[src/rtl/dcs_pkg.sv]
package dcs_pkg;

   typedef enum logic {
      SRC_ANALOG  = 1'b0,
      SRC_DIGITAL = 1'b1
   } dcs_src_e;

endpackage

[src/rtl/dcs_period_counter.sv]
module dcs_period_counter #(
   parameter int CNT_W = 8
) (
   input  logic             clk,
   input  logic             rst_n,
   output logic [CNT_W-1:0] cnt_o,
   output logic             wrap_o
);

   localparam logic [CNT_W-1:0] CNT_MAX = {CNT_W{1'b1}};

   if (CNT_W < 2) begin : g_bad_width
      $error("dcs_period_counter: CNT_W must be at least 2");
   end

   logic [CNT_W-1:0] cnt_q;

   always_ff @(posedge clk or negedge rst_n) begin
      if (!rst_n) cnt_q <= '0;
      else        cnt_q <= cnt_q + 1'b1;
   end

   assign cnt_o  = cnt_q;
   assign wrap_o = (cnt_q == CNT_MAX);

   // the counter steps by one on every clock
   p_cnt_step_r2: assert property (@(posedge clk) disable iff (!rst_n)
      1'b1 |=> cnt_q == CNT_W'($past(cnt_q) + 1'b1));

endmodule

[src/rtl/dcs_level_bank.sv]
module dcs_level_bank #(
   parameter int NIB_W      = 4,
   parameter int NUM_LEVELS = 11,
   parameter int BASE_STEP  = 5
) (
   input  logic                  clk,
   input  logic                  rst_n,
   input  logic [NIB_W-1:0]      nib_i,
   output logic [NUM_LEVELS-1:0] lines_o
);

   localparam int STEPS = 1 << NIB_W;
   localparam int CMP_W = NIB_W + 1;

   if (BASE_STEP < 1 || BASE_STEP + NUM_LEVELS - 1 > STEPS) begin : g_bad_range
      $error("dcs_level_bank: levels must lie between 1 and 2**NIB_W steps");
   end

   for (genvar k = 0; k < NUM_LEVELS; k++) begin : g_level
      localparam logic [CMP_W-1:0] THRESH = CMP_W'(BASE_STEP + k);
      assign lines_o[k] = ({1'b0, nib_i} < THRESH);
   end

   // every level is high in the first slot of a period
   p_first_slot_r3: assert property (@(posedge clk) disable iff (!rst_n)
      (nib_i == '0) |-> (&lines_o));

   // the top nibble slot is low for every level that does not reach full scale
   if (BASE_STEP + NUM_LEVELS - 1 < STEPS) begin : g_top_chk
      p_last_slot_r3: assert property (@(posedge clk) disable iff (!rst_n)
         (&nib_i) |-> (lines_o == '0));
   end

endmodule

[src/rtl/dcs_source_latch.sv]
module dcs_source_latch
   import dcs_pkg::*;
#(
   parameter int IDX_W        = 4,
   parameter int NUM_LEVELS   = 11,
   parameter bit ALIGN_SWITCH = 1'b1
) (
   input  logic             clk,
   input  logic             rst_n,
   input  logic             wrap_i,
   input  logic [IDX_W-1:0] idx_i,
   input  logic             hi_freq_i,
   input  logic             regulating_i,
   output dcs_src_e         src_o,
   output logic [$clog2(NUM_LEVELS)-1:0] sel_o
);

   localparam int SEL_W = $clog2(NUM_LEVELS);
   localparam logic [SEL_W-1:0] SEL_TOP = SEL_W'(NUM_LEVELS - 1);

   if (IDX_W < SEL_W) begin : g_bad_idx
      $error("dcs_source_latch: IDX_W too narrow for NUM_LEVELS");
   end

   logic [SEL_W-1:0] sel_d;
   dcs_src_e         src_d;
   logic             take;

   always_comb begin
      if (int'(idx_i) > NUM_LEVELS - 1) sel_d = SEL_TOP;
      else                              sel_d = idx_i[SEL_W-1:0];
      src_d = (hi_freq_i && regulating_i) ? SRC_ANALOG : SRC_DIGITAL;
   end

   if (ALIGN_SWITCH) begin : g_aligned
      assign take = wrap_i;
   end else begin : g_free
      assign take = 1'b1;
   end

   dcs_src_e         src_q;
   logic [SEL_W-1:0] sel_q;

   always_ff @(posedge clk or negedge rst_n) begin
      if (!rst_n) begin
         src_q <= SRC_DIGITAL;
         sel_q <= '0;
      end else if (take) begin
         src_q <= src_d;
         sel_q <= sel_d;
      end
   end

   assign src_o = src_q;
   assign sel_o = sel_q;

   // the latched selection never passes the top level
   p_sel_range_r4: assert property (@(posedge clk) disable iff (!rst_n)
      sel_q <= SEL_TOP);

   // the choice holds for the whole period when aligned switching is on
   if (ALIGN_SWITCH) begin : g_hold_chk
      p_hold_mid_period_r8: assert property (@(posedge clk) disable iff (!rst_n)
         !wrap_i |=> ($stable(src_q) && $stable(sel_q)));
   end

endmodule

[src/rtl/stepped_duty_selector.sv]
module stepped_duty_selector
   import dcs_pkg::*;
#(
   parameter int CNT_W        = 8,
   parameter int NIB_W        = 4,
   parameter int NUM_LEVELS   = 11,
   parameter int BASE_STEP    = 5,
   parameter int IDX_W        = 4,
   parameter bit ALIGN_SWITCH = 1'b1
) (
   input  logic             clk,
   input  logic             rst_n,
   input  logic [IDX_W-1:0] duty_idx,
   input  logic             ana_cmp,
   input  logic             hi_freq,
   input  logic             regulating,
   output logic             gate
);

   localparam int SEL_W = $clog2(NUM_LEVELS);

   if (NIB_W > CNT_W) begin : g_bad_nib
      $error("stepped_duty_selector: NIB_W exceeds CNT_W");
   end

   logic [CNT_W-1:0]      cnt;
   logic                  wrap;
   logic [NUM_LEVELS-1:0] lines;
   dcs_src_e              src;
   logic [SEL_W-1:0]      sel;

   dcs_period_counter #(.CNT_W(CNT_W)) u_cnt (
      .clk    (clk),
      .rst_n  (rst_n),
      .cnt_o  (cnt),
      .wrap_o (wrap)
   );

   dcs_level_bank #(
      .NIB_W      (NIB_W),
      .NUM_LEVELS (NUM_LEVELS),
      .BASE_STEP  (BASE_STEP)
   ) u_bank (
      .clk     (clk),
      .rst_n   (rst_n),
      .nib_i   (cnt[CNT_W-1 -: NIB_W]),
      .lines_o (lines)
   );

   dcs_source_latch #(
      .IDX_W        (IDX_W),
      .NUM_LEVELS   (NUM_LEVELS),
      .ALIGN_SWITCH (ALIGN_SWITCH)
   ) u_latch (
      .clk          (clk),
      .rst_n        (rst_n),
      .wrap_i       (wrap),
      .idx_i        (duty_idx),
      .hi_freq_i    (hi_freq),
      .regulating_i (regulating),
      .src_o        (src),
      .sel_o        (sel)
   );

   logic gate_d, gate_q;

   always_comb begin
      if (src == SRC_DIGITAL) gate_d = lines[sel];
      else                    gate_d = ana_cmp;
   end

   always_ff @(posedge clk or negedge rst_n) begin
      if (!rst_n) gate_q <= 1'b0;
      else        gate_q <= gate_d;
   end

   assign gate = gate_q;

   // in analog mode the gate repeats the comparator bit one clock later
   p_gate_follow_r7: assert property (@(posedge clk) disable iff (!rst_n)
      (src == SRC_ANALOG) |=> (gate_q == $past(ana_cmp)));

   // while not regulating, analog control is never chosen at a wrap
   p_start_digital_r6: assert property (@(posedge clk) disable iff (!rst_n)
      (wrap && !regulating) |=> (src == SRC_DIGITAL));

endmodule

[config.mk]
export PLATFORM = sky130hd
export DESIGN_NAME = stepped_duty_selector
export DESIGN_NICKNAME = d
export VERILOG_FILES = /design/src/rtl/dcs_pkg.sv /design/src/rtl/dcs_period_counter.sv /design/src/rtl/dcs_level_bank.sv /design/src/rtl/dcs_source_latch.sv /design/src/rtl/stepped_duty_selector.sv
export SDC_FILE = /design/constraint.sdc
export NUM_CORES = 1
export LEC_CHECK = 0
export BUFFER_PORTS_ARGS = -buffer_cell sky130_fd_sc_hd__buf_2
export CAP_MARGIN = 25
export CORE_AREA = 2 2 39 41
export CTS_CLUSTER_DIAMETER = 80
export DETAILED_ROUTE_END_ITERATION = 10
export DIE_AREA = 0 0 41 43
export GPL_ROUTABILITY_DRIVEN = 0
export PLACE_DENSITY = 0.8
export RECOVER_POWER = 50
export SLEW_MARGIN = 20
export SYNTH_ARGS = -nofsm -noshare
export SYNTH_HDL_FRONTEND = slang
export SYNTH_SLANG_ARGS = --single-unit
[constraint.sdc]
create_clock -name clk -period 2.85 [get_ports clk]
set_clock_uncertainty 0.05 [all_clocks]
set_input_delay 0.57 -clock clk [delete_from_list [all_inputs] [get_ports clk]]
set_output_delay 0.57 -clock clk [all_outputs]
set_load 0.1 [all_outputs]
==> flow_summary.yaml <==
placed_design:
  hpwlAfterDp_um: 837
  placed_cell_area_um2: 707
  dp.cells: 85
  post-place-ws_ns: 1.25
  port_buffers: 9
floorplan:
  fp.dieW_um: 41
  core_region_area_mm2: 0.00138
  initial_core_util_pct: 46.4
  dieArea_mm2: 0.00176
  io-pin-count: 10
  die_height_um: 43
  rows: 14
sta:
  setup_viol: 0
  fmax_mhz: 612
  drv_slew: 0
  finalCritPeriodShare_pct: 57.4
  period_needed_ns: 1.64
  rsz0062_at_grt: "no"
  relSlewSlack_pct: 50.6
  finalSetupTns_ns: 0
  final_hold_viol_count: 0
  setup_slack_ns: 1.22
  tightest_slew_ns: 0.741
finish:
  nNetsFinal: 84
  multi_input_area_um2: 264
  stdcell_area_um2: 732
  layout_common_cells: "13 x dfrtp_1, 8 x buf_2, 7 x inv_1, 5 x a21oi_1, 5 x o21ai_0"
  diodes: 0
  syn_to_final_growth_pct: 14.0
  nFillCells: 126
  mostFrequentLayoutCell: "dfrtp_1"
  drive_gt1_share_pct: 20.5
  regArea_um2: 352
  instances_no_fill: 89
outcome:
  status: "completed"
global_routing:
  track_usage_pct: 16.0
  grt_max_degree: 15
  gr-total-overflow: 0
  grt_pass1_wl_mm: 1.84
  grt_pass1_vias: 469
  antenna_found_initial: 0
yosys:
  ys.flop_type: "dfrtp_1"
  synth.cell_area_um2: 642
  yosys_warnings: 0
  ys_ff_latch: 14
  ys_async_sr_fraction_pct: 100
  synth_edf_count: 0
  synth_nets: 70
  avgSynthCellArea_um2: 10.7
  yosysUniqueCellTypes: 21
  syn_inst: 60
  seq_area_frac_synth_pct: 54.8
drt:
  wl_per_cell_um: 12.4
  drtIter0Drc: 7
  drtPass1Iterations: 5
  drc_errors: 0
  ant_nets: 0
  vias_per_cell: 5.26
  num_vias: 468
  wl_mm: 1.11
worst_setup_path:
  path_max_fanout: 1
  start_kind: "register"
  worstPathRequired_ns: 2.23
  crit_family: "buffers and inverters"
  cpPeakStageDelay_ns: 0.41
  path_buf_inv: 1
  critPathArrivalTime_ns: 1.02
  cp-end-kind: "output pin"
  slowest_stage: "buf_2"
  path_class: "reg -> out"
  path_cells: "buf_2"
power:
  internal_power_uw: 257
  p_leak_nw: 0.365
  power_frac_comb_pct: 3.4
  pwr-share-clk_pct: 36.0
  switching_share_pct: 21.4
  peakVddDrop_mv: 0.186
  power_density_mw_per_mm2: 447
  seqPwrFrac_pct: 60.6
  finalPower_uw: 327
  switching_power_uw: 70.1
worst_hold_path:
  hold_class: "in -> async"
clocking:
  holdBufCountCts: 0
  post-cts-setup-buffer-count: 0
  ctsResizeCount: 0
  h-tree-depth: 1
  cts_made_buffers: 3
  clock-sinks: 14
  cts_tree: "done"
  clk_pin_slew_worst_paths_ns: 0.08
  cts_root_buffer: "clkbuf_4"
  insertion_delay_ns: 0.29
  clock_path_buffers: 2
flow_run:
  cap_violations: 0
final timing paths:
kind	to	cells after the start	slack, ns	from
max reg2reg	u_latch.sel_o[3]	4	1.22	u_cnt.cnt_o[0]
min	u_cnt.cnt_o[5]	1	0.26	rst_n
max	gate	1	1.22	gate
max in group asynchronous	gate	1	2.02	rst_n
min in group clk	u_latch.src_o	2	0.38	regulating
min reg2reg	u_cnt.cnt_o[0]	1	0.41	u_cnt.cnt_o[0]
registers in the layout (all words and copies together) (netlist names):
signal	cells
u_latch.src_o	1
gate	1
u_cnt.cnt_o	8
u_latch.sel_o	4
power groups by stage:
| stage | registers (mW) | logic [mW] | clock network, mW |
|---|---|---|---|
| floorplan | 0.202 | 0.00113 | 0 |
| global placement | 0.202 | 0.0108 | 0 |
| detailed placement | 0.202 | 0.0113 | 0 |
| CTS | 0.199 | 0.0115 | 0.121 |
| global route | 0.199 | 0.0124 | 0.130 |
| finish | 0.198 | 0.0110 | 0.118 |
cells by family (layout without fill, tap and decap cells):
kind of cell | Yosys count | after routing | synth area share [%]
multiplexers | 1 | 1 | 2.34
buffers and inverters | 7 | 20 | 4.09
XOR/XNOR | 6 | 6 | 8.19
adder cells (fa/ha/maj) | 1 | 1 | 1.95
flip-flops | 14 | 14 | 54.8
AND/OR/NAND/NOR | 17 | 17 | 15.4
AO/OA/AOI/OAI | 14 | 14 | 13.3
cell type report:
| type | instances | area share, % |
|---|---|---|
| Tap cell | 16 | 2.74 |
| Timing Repair Buffer | 9 | 5.98 |
| Inverter | 7 | 3.59 |
| Sequential cell | 14 | 48.0 |
| Multi-Input combinational cell | 39 | 36.1 |
| Clock buffer | 4 | 3.59 |
per-layer routing:
layer | GRT usage (%) | up-vias | routed length (um)
li1 | - | 234 | -
met1 | 19.8 | 219 | 513
met2 | 22.2 | 10 | 517
met3 | 4.71 | 5 | 35
met4 | 12.0 | 0 | 42
met5 | 0 | - | 0
Yosys cell counts (2+ instances only):
cell | count | area share (%)
inv_1 | 7 | 4.1
dfrtp_1 | 13 | 51
xor2_1 | 2 | 2.7
xnor2_1 | 4 | 5.5
a2111oi_0 | 2 | 2.7
nand2_1 | 2 | 1.2
a21oi_1 | 5 | 3.9
nand3_1 | 4 | 3.1
nor2_1 | 4 | 2.3
nand2b_1 | 2 | 1.9
o21ai_0 | 5 | 3.9
per-stage QoR:
stage,util (%),hold slack (ns)
after detailed placement,51.1,0.397
after floorplan,-,0.224
after global routing,52.9,0.317
after global placement,51.1,0.384
final,52.9,0.262
after CTS,53.0,0.115
worst reg2reg max path, cell delays in order (launching register included):
cell,delay [ns]
dfrtp_1,0.37
ha_1,0.19
nand3_1,0.18
nor3_4,0.38
mux2_4,0.33
Note: power is estimated with default switching activity, not from simulation.
